### src/rtl/eag_pkg.sv
package eag_pkg;
    typedef enum logic [2:0] {
        ST_IDLE,
        ST_BASE,
        ST_PTR_HI,
        ST_PTR_LO,
        ST_POST,
        ST_FINISH
    } eag_state_e;

    typedef enum logic [1:0] {
        IX_NONE  = 2'b00,
        IX_PLAIN = 2'b01,
        IX_INC   = 2'b10,
        IX_DEC   = 2'b11
    } ix_op_e;
endpackage

### src/rtl/eag_page_add.sv
// Adds an offset to the low part of an address; the page bits pass unchanged.
module eag_page_add #(
    parameter int ADDR_W     = 15,
    parameter int OFS_W      = 13,
    parameter int OFF_W      = 7,
    parameter bit SIGNED_OFF = 1'b1
) (
    input  logic [ADDR_W-1:0] base,
    input  logic [OFF_W-1:0]  off,
    output logic [ADDR_W-1:0] sum
);
    localparam int PAGE_W = ADDR_W - OFS_W;
    localparam int EXT_W  = OFS_W - OFF_W;

    logic [OFS_W-1:0] off_ext;
    logic [OFS_W-1:0] low_sum;

    generate
        if (SIGNED_OFF) begin : g_sext
            assign off_ext = {{EXT_W{off[OFF_W-1]}}, off};
        end else begin : g_zext
            assign off_ext = {{EXT_W{1'b0}}, off};
        end
    endgenerate

    assign low_sum = base[OFS_W-1:0] + off_ext;
    assign sum     = {base[ADDR_W-1 -: PAGE_W], low_sum};
endmodule

### src/rtl/eag_index_prep.sv
// Applies the optional pre-increment / pre-decrement to the index value.
module eag_index_prep
    import eag_pkg::*;
#(
    parameter int IDX_W = 8
) (
    input  logic [1:0]       op_raw,
    input  logic [IDX_W-1:0] val,
    output logic [IDX_W-1:0] val_mod,
    output logic             active
);
    localparam logic [IDX_W-1:0] ONE = IDX_W'(1);

    ix_op_e op;
    assign op     = ix_op_e'(op_raw);
    assign active = (op != IX_NONE);

    always_comb begin
        unique case (op)
            IX_INC:  val_mod = val + ONE;
            IX_DEC:  val_mod = val - ONE;
            default: val_mod = val;
        endcase
    end
endmodule

### src/rtl/opnd_addr_gen.sv
module opnd_addr_gen
    import eag_pkg::*;
#(
    parameter int ADDR_W     = 15,
    parameter int PAGE_OFS_W = 13,
    parameter int DISP_W     = 7,
    parameter int IDX_W      = 8,
    parameter int BYTE_W     = 8
) (
    input  logic              clk,
    input  logic              rst_n,
    input  logic              start,
    input  logic              abs_mode,
    input  logic              indirect,
    input  logic [1:0]        idx_op,
    input  logic [ADDR_W-1:0] cur_addr,
    input  logic [ADDR_W-1:0] addr_field,
    input  logic [IDX_W-1:0]  idx_in,
    input  logic              rd_valid,
    input  logic [BYTE_W-1:0] rd_data,
    output logic              ptr_req,
    output logic [ADDR_W-1:0] ptr_addr,
    output logic              busy,
    output logic              done,
    output logic [ADDR_W-1:0] ea,
    output logic [IDX_W-1:0]  idx_new,
    output logic              idx_we
);
    localparam int HI_USE_W = ADDR_W - BYTE_W;
    localparam int PAGE_W   = ADDR_W - PAGE_OFS_W;

    eag_state_e st_q, st_d;

    logic              abs_q, ind_q;
    logic [1:0]        op_q;
    logic [ADDR_W-1:0] cur_q, fld_q, base_q, ptr_q, ea_q;
    logic [IDX_W-1:0]  idx_q;
    logic [BYTE_W-1:0] hi_q;

    logic [IDX_W-1:0]  idx_mod;
    logic              idx_act, idx_use;
    logic [ADDR_W-1:0] rel_sum, idx_base, idx_sum, nxt_addr, dir_addr;

    // Index preparation
    eag_index_prep #(.IDX_W(IDX_W)) u_prep (
        .op_raw (op_q),
        .val    (idx_q),
        .val_mod(idx_mod),
        .active (idx_act)
    );

    // Indexing only with absolute addressing
    assign idx_use = abs_q & idx_act;

    // Relative target within the instruction's page
    eag_page_add #(.ADDR_W(ADDR_W), .OFS_W(PAGE_OFS_W), .OFF_W(DISP_W), .SIGNED_OFF(1'b1)) u_rel (
        .base(cur_q),
        .off (fld_q[DISP_W-1:0]),
        .sum (rel_sum)
    );

    // Indexed sum: on the field before indirection, on the pointer after
    assign idx_base = (st_q == ST_POST) ? ptr_q : fld_q;

    eag_page_add #(.ADDR_W(ADDR_W), .OFS_W(PAGE_OFS_W), .OFF_W(IDX_W), .SIGNED_OFF(1'b0)) u_idx (
        .base(idx_base),
        .off (idx_mod),
        .sum (idx_sum)
    );

    // Second pointer byte address, wrapped in the page
    eag_page_add #(.ADDR_W(ADDR_W), .OFS_W(PAGE_OFS_W), .OFF_W(1), .SIGNED_OFF(1'b0)) u_nxt (
        .base(base_q),
        .off (1'b1),
        .sum (nxt_addr)
    );

    always_comb begin
        if (!abs_q)                   dir_addr = rel_sum;
        else if (idx_use && !ind_q)   dir_addr = idx_sum;
        else                          dir_addr = fld_q;
    end

    // Next-state logic
    always_comb begin
        st_d = st_q;
        unique case (st_q)
            ST_IDLE:   if (start) st_d = ST_BASE;
            ST_BASE:   st_d = ind_q ? ST_PTR_HI : ST_FINISH;
            ST_PTR_HI: if (rd_valid) st_d = ST_PTR_LO;
            ST_PTR_LO: if (rd_valid) st_d = ST_POST;
            ST_POST:   st_d = ST_FINISH;
            ST_FINISH: st_d = ST_IDLE;
            default:   st_d = ST_IDLE;
        endcase
    end

    // State register
    always_ff @(posedge clk) begin
        if (!rst_n) st_q <= ST_IDLE;
        else        st_q <= st_d;
    end

    // Datapath registers
    always_ff @(posedge clk) begin
        if (!rst_n) begin
            abs_q  <= 1'b0;
            ind_q  <= 1'b0;
            op_q   <= 2'b00;
            cur_q  <= '0;
            fld_q  <= '0;
            idx_q  <= '0;
            base_q <= '0;
            hi_q   <= '0;
            ptr_q  <= '0;
            ea_q   <= '0;
        end else begin
            unique case (st_q)
                ST_IDLE: begin
                    if (start) begin
                        abs_q <= abs_mode;
                        ind_q <= indirect;
                        op_q  <= idx_op;
                        cur_q <= cur_addr;
                        fld_q <= addr_field;
                        idx_q <= idx_in;
                    end
                end
                ST_BASE: begin
                    if (ind_q) base_q <= dir_addr;
                    else       ea_q   <= dir_addr;
                end
                ST_PTR_HI: if (rd_valid) hi_q <= rd_data;
                ST_PTR_LO: if (rd_valid) ptr_q <= {hi_q[HI_USE_W-1:0], rd_data};
                ST_POST:   ea_q <= idx_use ? idx_sum : ptr_q;
                default: ;
            endcase
        end
    end

    // Outputs
    always_comb begin
        busy     = (st_q != ST_IDLE);
        done     = (st_q == ST_FINISH);
        ptr_req  = (st_q == ST_PTR_HI) || (st_q == ST_PTR_LO);
        ptr_addr = (st_q == ST_PTR_LO) ? nxt_addr : base_q;
        idx_we   = done && idx_use;
        ea       = ea_q;
        idx_new  = idx_mod;
    end

    a_r10_done_single: assert property (@(posedge clk) disable iff (!rst_n)
        done |=> !done);
    a_r10_busy_drops: assert property (@(posedge clk) disable iff (!rst_n)
        done |=> !busy);
    a_r10_start_takes: assert property (@(posedge clk) disable iff (!rst_n)
        (start && !busy) |=> busy);
    a_r9_req_held: assert property (@(posedge clk) disable iff (!rst_n)
        (ptr_req && !rd_valid) |=> (ptr_req && $stable(ptr_addr)));
    a_r4_we_in_done: assert property (@(posedge clk) disable iff (!rst_n)
        idx_we |-> done);
    a_r11_fields_frozen: assert property (@(posedge clk) disable iff (!rst_n)
        busy |=> ($stable(cur_q) && $stable(fld_q) && $stable(op_q) && $stable(idx_q)));
    a_r2_rel_page_kept: assert property (@(posedge clk) disable iff (!rst_n)
        (done && !abs_q && !ind_q) |-> (ea[ADDR_W-1 -: PAGE_W] == cur_q[ADDR_W-1 -: PAGE_W]));
endmodule

### config.mk
export PLATFORM = sky130hd
export DESIGN_NAME = opnd_addr_gen
export DESIGN_NICKNAME = d
export VERILOG_FILES = /design/src/rtl/eag_pkg.sv /design/src/rtl/eag_page_add.sv /design/src/rtl/eag_index_prep.sv /design/src/rtl/opnd_addr_gen.sv
export SDC_FILE = /design/constraint.sdc
export NUM_CORES = 1
export LEC_CHECK = 0
export BUFFER_PORTS_ARGS = -buffer_cell sky130_fd_sc_hd__buf_2
export CAP_MARGIN = 20
export CORE_ASPECT_RATIO = 2
export CORE_UTILIZATION = 55
export DETAILED_ROUTE_END_ITERATION = 16
export GPL_TIMING_DRIVEN = 0
export PLACE_DENSITY = 0.8
export SLEW_MARGIN = 20
export SYNTH_ARGS = -nofsm -noshare
export SYNTH_HDL_FRONTEND = slang
export SYNTH_SLANG_ARGS = --single-unit
### constraint.sdc
create_clock -name clk -period 6.4 [get_ports clk]
set_clock_uncertainty 0.1 [all_clocks]
set_input_delay 1.28 -clock clk [delete_from_list [all_inputs] [get_ports clk]]
set_output_delay 1.28 -clock clk [all_outputs]
set_load 0.005 [all_outputs]
==> impl_metrics.tcl, run 1 <==
set metrics [dict create \
    status "finished clean" \
    io_buffers 95 \
    p_seq_frac 0.425 \
    p_sw_uw 532.8 \
    cts_tree "yes" \
    setup_violations 0 \
    postCtsSetupBuffers 0 \
    vias_per_cell 5.822 \
    grt_start_max_net_pins 16 \
    initial_core_util 0.5695 \
    rsz0062_at_grt "false" \
    final.setup.tns_ns 0 \
    drv_cap 0 \
    cp-start-kind "flop" \
    synthesis.area_sq_um 5781 \
    syn_to_final_growth_pct 16.15 \
    placementRows 52 \
    end_kind "flop" \
    intPower_uw 1094 \
    gp_congestion 0.9578 \
    die_x_um 74.49 \
    clkTransAtPathRegs_ns 0.07 \
    pwr-share-comb 0.255 \
    finalCritPeriodShare 0.8328 \
    maxSlewViolCount 0 \
    mostFrequentLayoutCells "179 x nand2_1, 100 x buf_2, 97 x dfxtp_1" \
    drive_above_1_share 0.1564 \
    cts-buffers-inserted 9 \
    worstPathRequired_ns 6.56 \
    hp-class "reg2reg" \
    ys_seq_area_frac 0.3359 \
    cp_max_fo 10 \
    clock-sinks 97 \
    grt_pass1_wl_um 28960 \
    syn_inst 764 \
    fp.dieH_um 147.0 \
    antenna_found_initial 0 \
    wire_per_inst_um 18.10 \
    crit_type "reg2reg" \
    vdd_drop_max_mv 0.1783 \
    layout_commonest_cell "nand2_1" \
    drt_iter0_markers 391 \
    period_needed_ns 5.330 \
    hold_viol_final 0 \
    swShare 0.3274 \
    syn_area_per_cell_sq_um 7.566 \
    clk_latency_ns 0.35 \
    grt_pass1_vias 5866 \
    fmax_mhz 187.6 \
    clockBufferDepth 2 \
    die_area_sq_um 10950 \
    syn-num-nets 840 \
    io-pin-count 96 \
    power.leakage_uw 0.002699 \
    hpwl_um 14550 \
    cts_root_buffer "clkbuf_16" \
    ys_ff_latch 97 \
    antenna_cells 0 \
    antenna_left 0 \
    slew_headroom 0.4807 \
    drc 0 \
    core_area_sq_um 10150 \
    drt-pass1-iter-count 6 \
    post_cts_resized 0 \
    arrival_ns 5.49 \
    cts_hold_buf 0 \
    synth.distinct_cells 67 \
    num_vias 5886 \
    grt_overflow_total 0 \
    final_util 0.6615 \
    wirelength_um 18300 \
    nNetsFinal 947 \
    synth-edff-count 0 \
    pwr-share-clk 0.320 \
    ys.flop_type "dfxtp_1" \
    htree_num_levels 3 \
    ys_warn_count 0 \
    worst_slew_pin_slew_ns 0.7738 \
    gr-usage-all-layers 0.3527 \
    async_flop_share 0 \
    power.density_nw_per_um2 242.4 \
]
==> cells in the mapped netlist, drive strengths merged (4+ instances only) <==
cell,instances,area (sq um)
xor2,15,138.9
a2111oi,4,37.54
o21ai,32,160.2
mux2,6,67.56
a31oi,5,31.28
nand4,5,31.28
or3,4,25.02
ha,20,250.2
nand2,179,671.9
o21a,6,52.55
a21oi,94,470.5
dfxtp,97,1942
xnor2,31,271.5
mux2i,17,170.2
nand2b,6,37.54
and3,6,37.54
and2,6,37.54
nor2,61,229.0
buf,10,65.06
nor2b,7,43.79
o31ai,6,58.81
clkbuf,41,153.9
inv,11,41.29
nand3,11,55.05
a21o,5,37.54
nor3,14,80.08
a211oi,13,97.59
==> metrics by stage <==
stage               total power, uW  setup slack [ns]  cells  hold slack (ns)  area (sq um)
floorplan                     963.4             2.274    764           0.3312          5781
global placement               1093             1.399    994           0.3447          6425
detailed placement             1109             1.226    995           0.3521          6430
CTS                            1621             1.165   1011           0.3610          6714
global route                   1702            0.8252   1011           0.3862          6714
finish                         1627             1.070   1011           0.3596          6714
==> power by group through the flow <==
stage / clock (uW) / combinational, uW / sequential [uW]
after floorplan: 0 / 273 / 690
after global placement: 0 / 391 / 702
after detailed placement: 0 / 405 / 704
after CTS: 522 / 409 / 690
after global routing: 549 / 458 / 696
final: 520 / 415 / 692
==> worst paths after layout <==
kind	end	from	cells past startpoint	slack [ns]
setup / recovery	ea[9]	st_q[1]	15	1.07
hold / removal	cur_q[6]	cur_q[6]	2	0.36
setup reg to reg	ea[9]	st_q[1]	15	1.07
hold reg to reg	cur_q[6]	cur_q[6]	2	0.36
==> logic make-up after synthesis <==
logic type,count (synthesis),synth area share
adder cells (fa/ha/maj),24,0.05368
buffers and inverters,62,0.04502
XOR/XNOR,47,0.07511
flip-flops,97,0.3359
AND/OR/NAND/NOR,322,0.2498
multiplexers,23,0.04112
AO/OA/AOI/OAI,189,0.1994
==> registers in the layout (all words and copies together) (netlist names) <==
signal  count
op_q        2
ptr_q      15
ea         15
idx_q       8
ind_q       1
cur_q      15
st_q        3
base_q     15
fld_q      15
hi_q        7
abs_q       1
==> area by class of cell <==
cell class / instances / area [sq um]
Clock buffer: 12 / 256.5
Inverter: 11 / 41.29
Sequential cell: 97 / 1942
Clock inverter: 4 / 27.53
Tap cell: 135 / 168.9
Timing Repair Buffer: 96 / 480.5
Fill cell: 922 / 3436
Multi-Input combinational cell: 605 / 3578
Buffer: 51 / 219.0
==> critical path, stage by stage, from the launching register on <==
cell and delay [ns]:
dfxtp_1 0.30, clkbuf_1 0.20, nor3b_2 0.70, clkbuf_1 0.49, clkbuf_1 0.50, o21ai_0 0.31, ha_1 0.38, a211oi_1 0.23
nor2_1 0.12, o21ai_0 0.28, a21oi_1 0.18, maj3_1 0.41, o221ai_2 0.32, nor3_1 0.11, o311a_1 0.34, o32ai_1 0.25
==> metal layers <==
layer | routed length [um] | track usage | part of all wire
met3 | 853 | 0.07064 | 0.047
met1 | 6339 | 0.3375 | 0.35
met2 | 9742 | 0.6347 | 0.53
met4 | 1368 | 0.2491 | 0.075
met5 | 0 | 0 | 0
Note: power is estimated with default switching activity, not from simulation.
==> run 2: changes to the inputs <==
--- a/config.mk
+++ b/config.mk
@@ -8,10 +8,10 @@
 export BUFFER_PORTS_ARGS = -buffer_cell sky130_fd_sc_hd__buf_2
 export CAP_MARGIN = 20
 export CORE_ASPECT_RATIO = 2
-export CORE_UTILIZATION = 55
+export CORE_UTILIZATION = 52
 export DETAILED_ROUTE_END_ITERATION = 16
 export GPL_TIMING_DRIVEN = 0
-export PLACE_DENSITY = 0.8
+export PLACE_DENSITY = 0.79
 export SLEW_MARGIN = 20
 export SYNTH_ARGS = -nofsm -noshare
 export SYNTH_HDL_FRONTEND = slang
==> constraint.sdc (replaced) <==
create_clock -name clk -period 4.7 [get_ports clk]
set_clock_uncertainty 0.1 [all_clocks]
set_input_delay 0.94 -clock clk [delete_from_list [all_inputs] [get_ports clk]]
set_output_delay 0.94 -clock clk [all_outputs]
set_load 0.005 [all_outputs]
==> impl_metrics.tcl, run 2 (synthesis results as in run 1) <==
set metrics [dict create \
    drt-pass1-iter-count 5 \
    pwr-share-clk 0.350 \
    post-place-cells 999 \
    gr-usage-all-layers 0.3130 \
    fillers 1049 \
    holdWs_ns 0.3577 \
    worst_slew_pin_slew_ns 0.8303 \
    groute.layer.met3.usage 0.05783 \
    grt_pass1_vias 5512 \
    hpwl_um 13760 \
    period_needed_ns 4.402 \
    pwr-share-comb 0.243 \
    cts_tree "yes" \
    grt_start_max_net_pins 18 \
    p_seq_frac 0.407 \
    grt_overflow_total 0 \
    die_area_sq_um 11570 \
    critPathMaxStageDelay_ns 0.39 \
    arrival_ns 4.57 \
    ff2ff_path_depth 16 \
    worstPathRequired_ns 4.87 \
    gp_congestion 0.9639 \
    end_kind "flop" \
    antenna_cells 0 \
    drive_above_1_share 0.1610 \
    r2r_start "st_q[1]" \
    use_met1 0.2991 \
    intPower_uw 1576 \
    cts_hold_buf 0 \
    io_buffers 95 \
    antenna_left 0 \
    fin_cells 1016 \
    fmax_mhz 227.2 \
    use_met2 0.5680 \
    rsz0062_at_grt "false" \
    hp-class "reg2reg" \
    setup_violations 0 \
    vdd_drop_max_mv 0.2196 \
    status "finished clean" \
    cts-buffers-inserted 9 \
    fp.dieH_um 151.1 \
    slew_headroom 0.4428 \
    num_vias 5786 \
    drt_iter0_markers 303 \
    htree_num_levels 3 \
    maxSlewViolCount 0 \
    p_sw_uw 740.7 \
    cp-start-kind "flop" \
    clkTransAtPathRegs_ns 0.07 \
    placementRows 54 \
    antenna_found_initial 0 \
    mostFrequentLayoutCells "179 x nand2_1, 99 x buf_2, 97 x dfxtp_1" \
    io-pin-count 96 \
    layout_commonest_cell "nand2_1" \
    die_x_um 76.56 \
    busiest_layer "met2" \
    wire_per_inst_um 17.29 \
    vias_per_cell 5.695 \
    multi_input_area_sq_um 3590 \
    crit_path_end "ea[9]" \
    nNetsFinal 947 \
    crit_slowest_cell "maj3_1" \
    clockBufferDepth 2 \
    crit_chain "clkbuf_1 > nor3b_4 > clkbuf_2 > clkbuf_2 > nand2_1 > o21ai_1 > ha_1 > a211oi_1 > nor2_1 > o21ai_0 > a21oi_1 > maj3_1 > o221ai_2 > nor3_1 > o311a_1 > o32ai_1" \
    reg2reg_setup_slack_ns 0.30 \
    cp_max_fo 10 \
    drv_cap 0 \
    crit_path_frequent_cell "clkbuf_2" \
    syn_to_final_growth_pct 17.29 \
    r2r_end "ea[9]" \
    grt_pass1_wl_um 27410 \
    initial_core_util 0.5314 \
    clock-sinks 97 \
    cts_root_buffer "clkbuf_16" \
    power.leakage_uw 0.002728 \
    crit_type "reg2reg" \
    power.density_nw_per_um2 341.7 \
    swShare 0.3197 \
    hold_viol_final 0 \
    clk_latency_ns 0.35 \
    finalCritPeriodShare 0.9365 \
    seqCellArea_sq_um 1942 \
    drc 0 \
    core_area_sq_um 10880 \
    startpoint "st_q[1]" \
    wirelength_um 17560 \
]
-- run 2: cell count changes in the layout (fill, tap and decap cells not counted), moves of 2 or more --
cell	previous run	this run
clkbuf_1	42	39
bufinv_16	0	2
clkbuf_8	2	0
clkbuf_2	0	2
-- run 2: area by class of cell --
cell class                      count  area share
Buffer                             51     0.03266
Timing Repair Buffer               96     0.07123
Inverter                           11    0.006090
Multi-Input combinational cell    605      0.5294
Sequential cell                    97      0.2864
Tap cell                          140     0.02584
Clock inverter                      7     0.01513
Clock buffer                        9     0.03322
-- run 2: stage by stage --
| step | utilization | power (uW) | setup slack (ns) | instance area (sq um) | TNS [ns] |
|---|---|---|---|---|---|
| after floorplan | - | 1312 | 0.5743 | 5781 | 0 |
| after global placement | 0.5912 | 1491 | -0.2701 | 6431 | -0.7535 |
| after detailed placement | 0.5912 | 1502 | -0.3359 | 6431 | -1.348 |
| after CTS | 0.6222 | 2303 | 0.1022 | 6768 | 0 |
| after global routing | 0.6233 | 2419 | 0.01711 | 6780 | 0 |
| final | 0.6233 | 2317 | 0.2984 | 6780 | 0 |
-- run 2: per-layer routing --
| layer | share of wire | up-vias | wire [um] |
|---|---|---|---|
| li1 | - | 2853 | - |
| met1 | 0.35 | 2612 | 6103 |
| met2 | 0.51 | 238 | 9017 |
| met3 | 0.049 | 83 | 862 |
| met4 | 0.090 | 0 | 1579 |
| met5 | 0 | - | 0 |
-- run 2: worst min-delay path by stage --
stage          depth (start not counted)       start          to  slack (ns)
3_5_place_dp                           2  base_q[14]  base_q[14]        0.35
6_report                               2  base_q[14]  base_q[14]        0.36
4_1_cts                                2  base_q[14]  base_q[14]        0.36
2_1_floorplan                          2     hi_q[4]   ptr_q[12]        0.33
5_1_grt                                2  base_q[14]  base_q[14]        0.38
3_3_place_gp                           2     hi_q[3]   ptr_q[11]        0.34
-- run 2: worst max-delay path: cells and delay by family, from the launching register on --
family	cells	cell delay, ns
compound gates	7	1.78
buf+inv	3	0.84
fa+ha+maj	2	0.69
simple gates	4	0.60
flops	1	0.30
-- run 2: what timing repair did --
item,in CTS,in global routing
pin swaps,0,1
resized for setup,3,1
buffers inserted,0,1
endpoints found under the setup margin,8,6
-- run 2: power by group through the flow --
stage | logic (uW) | registers [uW] | clock network, uW
floorplan | 372 | 940 | 0
global placement | 536 | 955 | 0
detailed placement | 545 | 957 | 0
CTS | 552 | 939 | 812
global route | 622 | 948 | 848
finish | 563 | 942 | 812
==> run 3: changes to the inputs <==
--- a/config.mk
+++ b/config.mk
@@ -7,11 +7,11 @@
 export LEC_CHECK = 0
 export BUFFER_PORTS_ARGS = -buffer_cell sky130_fd_sc_hd__buf_2
 export CAP_MARGIN = 20
-export CORE_ASPECT_RATIO = 2
-export CORE_UTILIZATION = 52
+export CORE_ASPECT_RATIO = 0.7
+export CORE_UTILIZATION = 45
 export DETAILED_ROUTE_END_ITERATION = 16
 export GPL_TIMING_DRIVEN = 0
-export PLACE_DENSITY = 0.79
+export PLACE_DENSITY = 0.71
 export SLEW_MARGIN = 20
 export SYNTH_ARGS = -nofsm -noshare
 export SYNTH_HDL_FRONTEND = slang
==> impl_metrics.tcl, run 3 (synthesis results as in run 1) <==
set metrics [dict create \
    finalCritPeriodShare 0.9455 \
    antenna_found_initial 0 \
    clkTransAtPathRegs_ns 0.07 \
    drv_cap 0 \
    die_area_sq_um 13310 \
    clk_latency_ns 0.34 \
    drc 0 \
    status "finished clean" \
    arrival_ns 4.60 \
    p_seq_frac 0.407 \
    drive_above_1_share 0.1602 \
    power.leakage_uw 0.002721 \
    grt_start_max_net_pins 20 \
    htree_num_levels 3 \
    intPower_uw 1585 \
    p_sw_uw 723.8 \
    fp.dieH_um 96.83 \
    hp-class "reg2reg" \
    pwr-share-clk 0.349 \
    setup_violations 0 \
    cts_hold_buf 0 \
    syn_to_final_growth_pct 17.68 \
    critPathMaxStageDelay_ns 0.51 \
    gr-usage-all-layers 0.2640 \
    placementRows 34 \
    antenna_left 0 \
    crit_slowest_cell "nor3b_4" \
    holdWs_ns 0.3554 \
    cp_max_fo 19 \
    vias_per_cell 5.542 \
    cts_root_buffer "clkbuf_16" \
    crit_path_frequent_cell "o21ai_0" \
    crit_type "reg2reg" \
    cts-buffers-inserted 9 \
    worstPathRequired_ns 4.86 \
    crit_buf_inv 2 \
    crit_chain "clkbuf_1 > nor3b_4 > clkbuf_4 > nand2_1 > o21ai_0 > ha_1 > a211oi_1 > nor2_1 > o21ai_0 > a21oi_1 > maj3_1 > o221ai_2 > nor3_1 > o311a_1 > o32ai_1" \
    slew_headroom 0.5114 \
    drt_iter0_markers 498 \
    wire_per_inst_um 16.51 \
    cp-start-kind "flop" \
    pwr-share-comb 0.243 \
    num_vias 5742 \
    grt_overflow_total 0 \
    die_x_um 137.5 \
    rsz0062_at_grt "false" \
    final_util 0.5458 \
    worst_slew_pin_slew_ns 0.7289 \
    grt_pass1_vias 5183 \
    maxSlewViolCount 0 \
    hold_viol_final 0 \
    hpwl_um 13510 \
    clockBufferDepth 2 \
    vdd_drop_max_mv 0.1911 \
    end_kind "flop" \
    crit_family "compound AO/OA/AOI/OAI gates" \
    core_area_sq_um 12460 \
    swShare 0.3135 \
    total_power_uw 2309 \
    wirelength_um 17100 \
    clock-sinks 97 \
    cts_tree "yes" \
    power.density_nw_per_um2 339.4 \
    initial_core_util 0.4638 \
    period_needed_ns 4.444 \
    nNetsFinal 945 \
    grt_pass1_wl_um 27030 \
    io_buffers 95 \
    drt-pass1-iter-count 5 \
    layout_commonest_cell "nand2_1" \
    gp_congestion 0.9706 \
    mostFrequentLayoutCells "179 x nand2_1, 99 x buf_2, 97 x dfxtp_1" \
    fmax_mhz 225.0 \
    io-pin-count 96 \
    antenna_cells 0 \
]
## run 3: changes by cell type in the layout (fill, tap and decap cells not counted)
cell / before / now
nor4_1: 3 / 2
clkbuf_2: 2 / 0
clkinv_4: 2 / 0
clkbuf_8: 0 / 1
inv_6: 1 / 2
buf_4: 3 / 2
inv_8: 1 / 0
clkbuf_4: 0 / 1
nor4_2: 0 / 1
clkinv_2: 1 / 2
o21ai_0: 30 / 31
o21ai_1: 2 / 1
## run 3: routing by layer
layer,track usage,wire (um),up-vias,share of wire
met4,0.05748,251,0,0.015
met2,0.3722,6916,225,0.40
li1,-,-,2863,-
met1,0.3954,8280,2624,0.48
met3,0.06813,1653,30,0.097
met5,0,0,-,0
## run 3: final cells by class
cell class	count	area, sq um
clock inverters	6	87.58
multi-input cells	605	3596
well taps	162	202.7
clock buffers	10	239.0
fillers	1257	5662
plain buffers	50	219.0
flip-flops and latches	97	1942
repair buffers	95	475.5
inverters	11	41.29
## run 3: through the flow
step / std cells / area (sq um) / TNS [ns] / worst slack (ns)
after floorplan: 764 / 5781 / 0 / 0.5743
after CTS: 1036 / 6789 / 0 / 0.2574
after global routing: 1036 / 6803 / 0 / 0.004605
after global placement: 1021 / 6459 / -0.7772 / -0.2600
final: 1036 / 6803 / 0 / 0.2563
after detailed placement: 1021 / 6459 / -0.9682 / -0.2967
## run 3: final timing paths
check,from,cells past startpoint,slack (ns),end
setup / recovery,st_q[1],15,0.26,ea[9]
setup reg to reg,st_q[1],15,0.26,ea[9]
hold reg to reg,hi_q[5],2,0.36,ptr_q[13]
hold / removal,hi_q[5],2,0.36,ptr_q[13]
## run 3: power groups by stage
| stage | sequential (uW) | combinational (uW) | clock [uW] |
|---|---|---|---|
| final | 941 | 562 | 806 |
| after global routing | 948 | 622 | 852 |
| after CTS | 940 | 554 | 816 |
| after detailed placement | 958 | 550 | 0 |
| after global placement | 957 | 545 | 0 |
| after floorplan | 940 | 372 | 0 |
## run 3: timing repair
item                                    4_1_cts  5_1_grt
buffers inserted                              0        0
resized for setup                             2        3
endpoints found under the hold margin         0        0
endpoints found under the setup margin        8        2
## run 3: tightest hold or removal path, stage by stage (launching register included)
cell     delay [ns]
dfxtp_1        0.31
nand2_1        0.05
a21oi_1        0.05
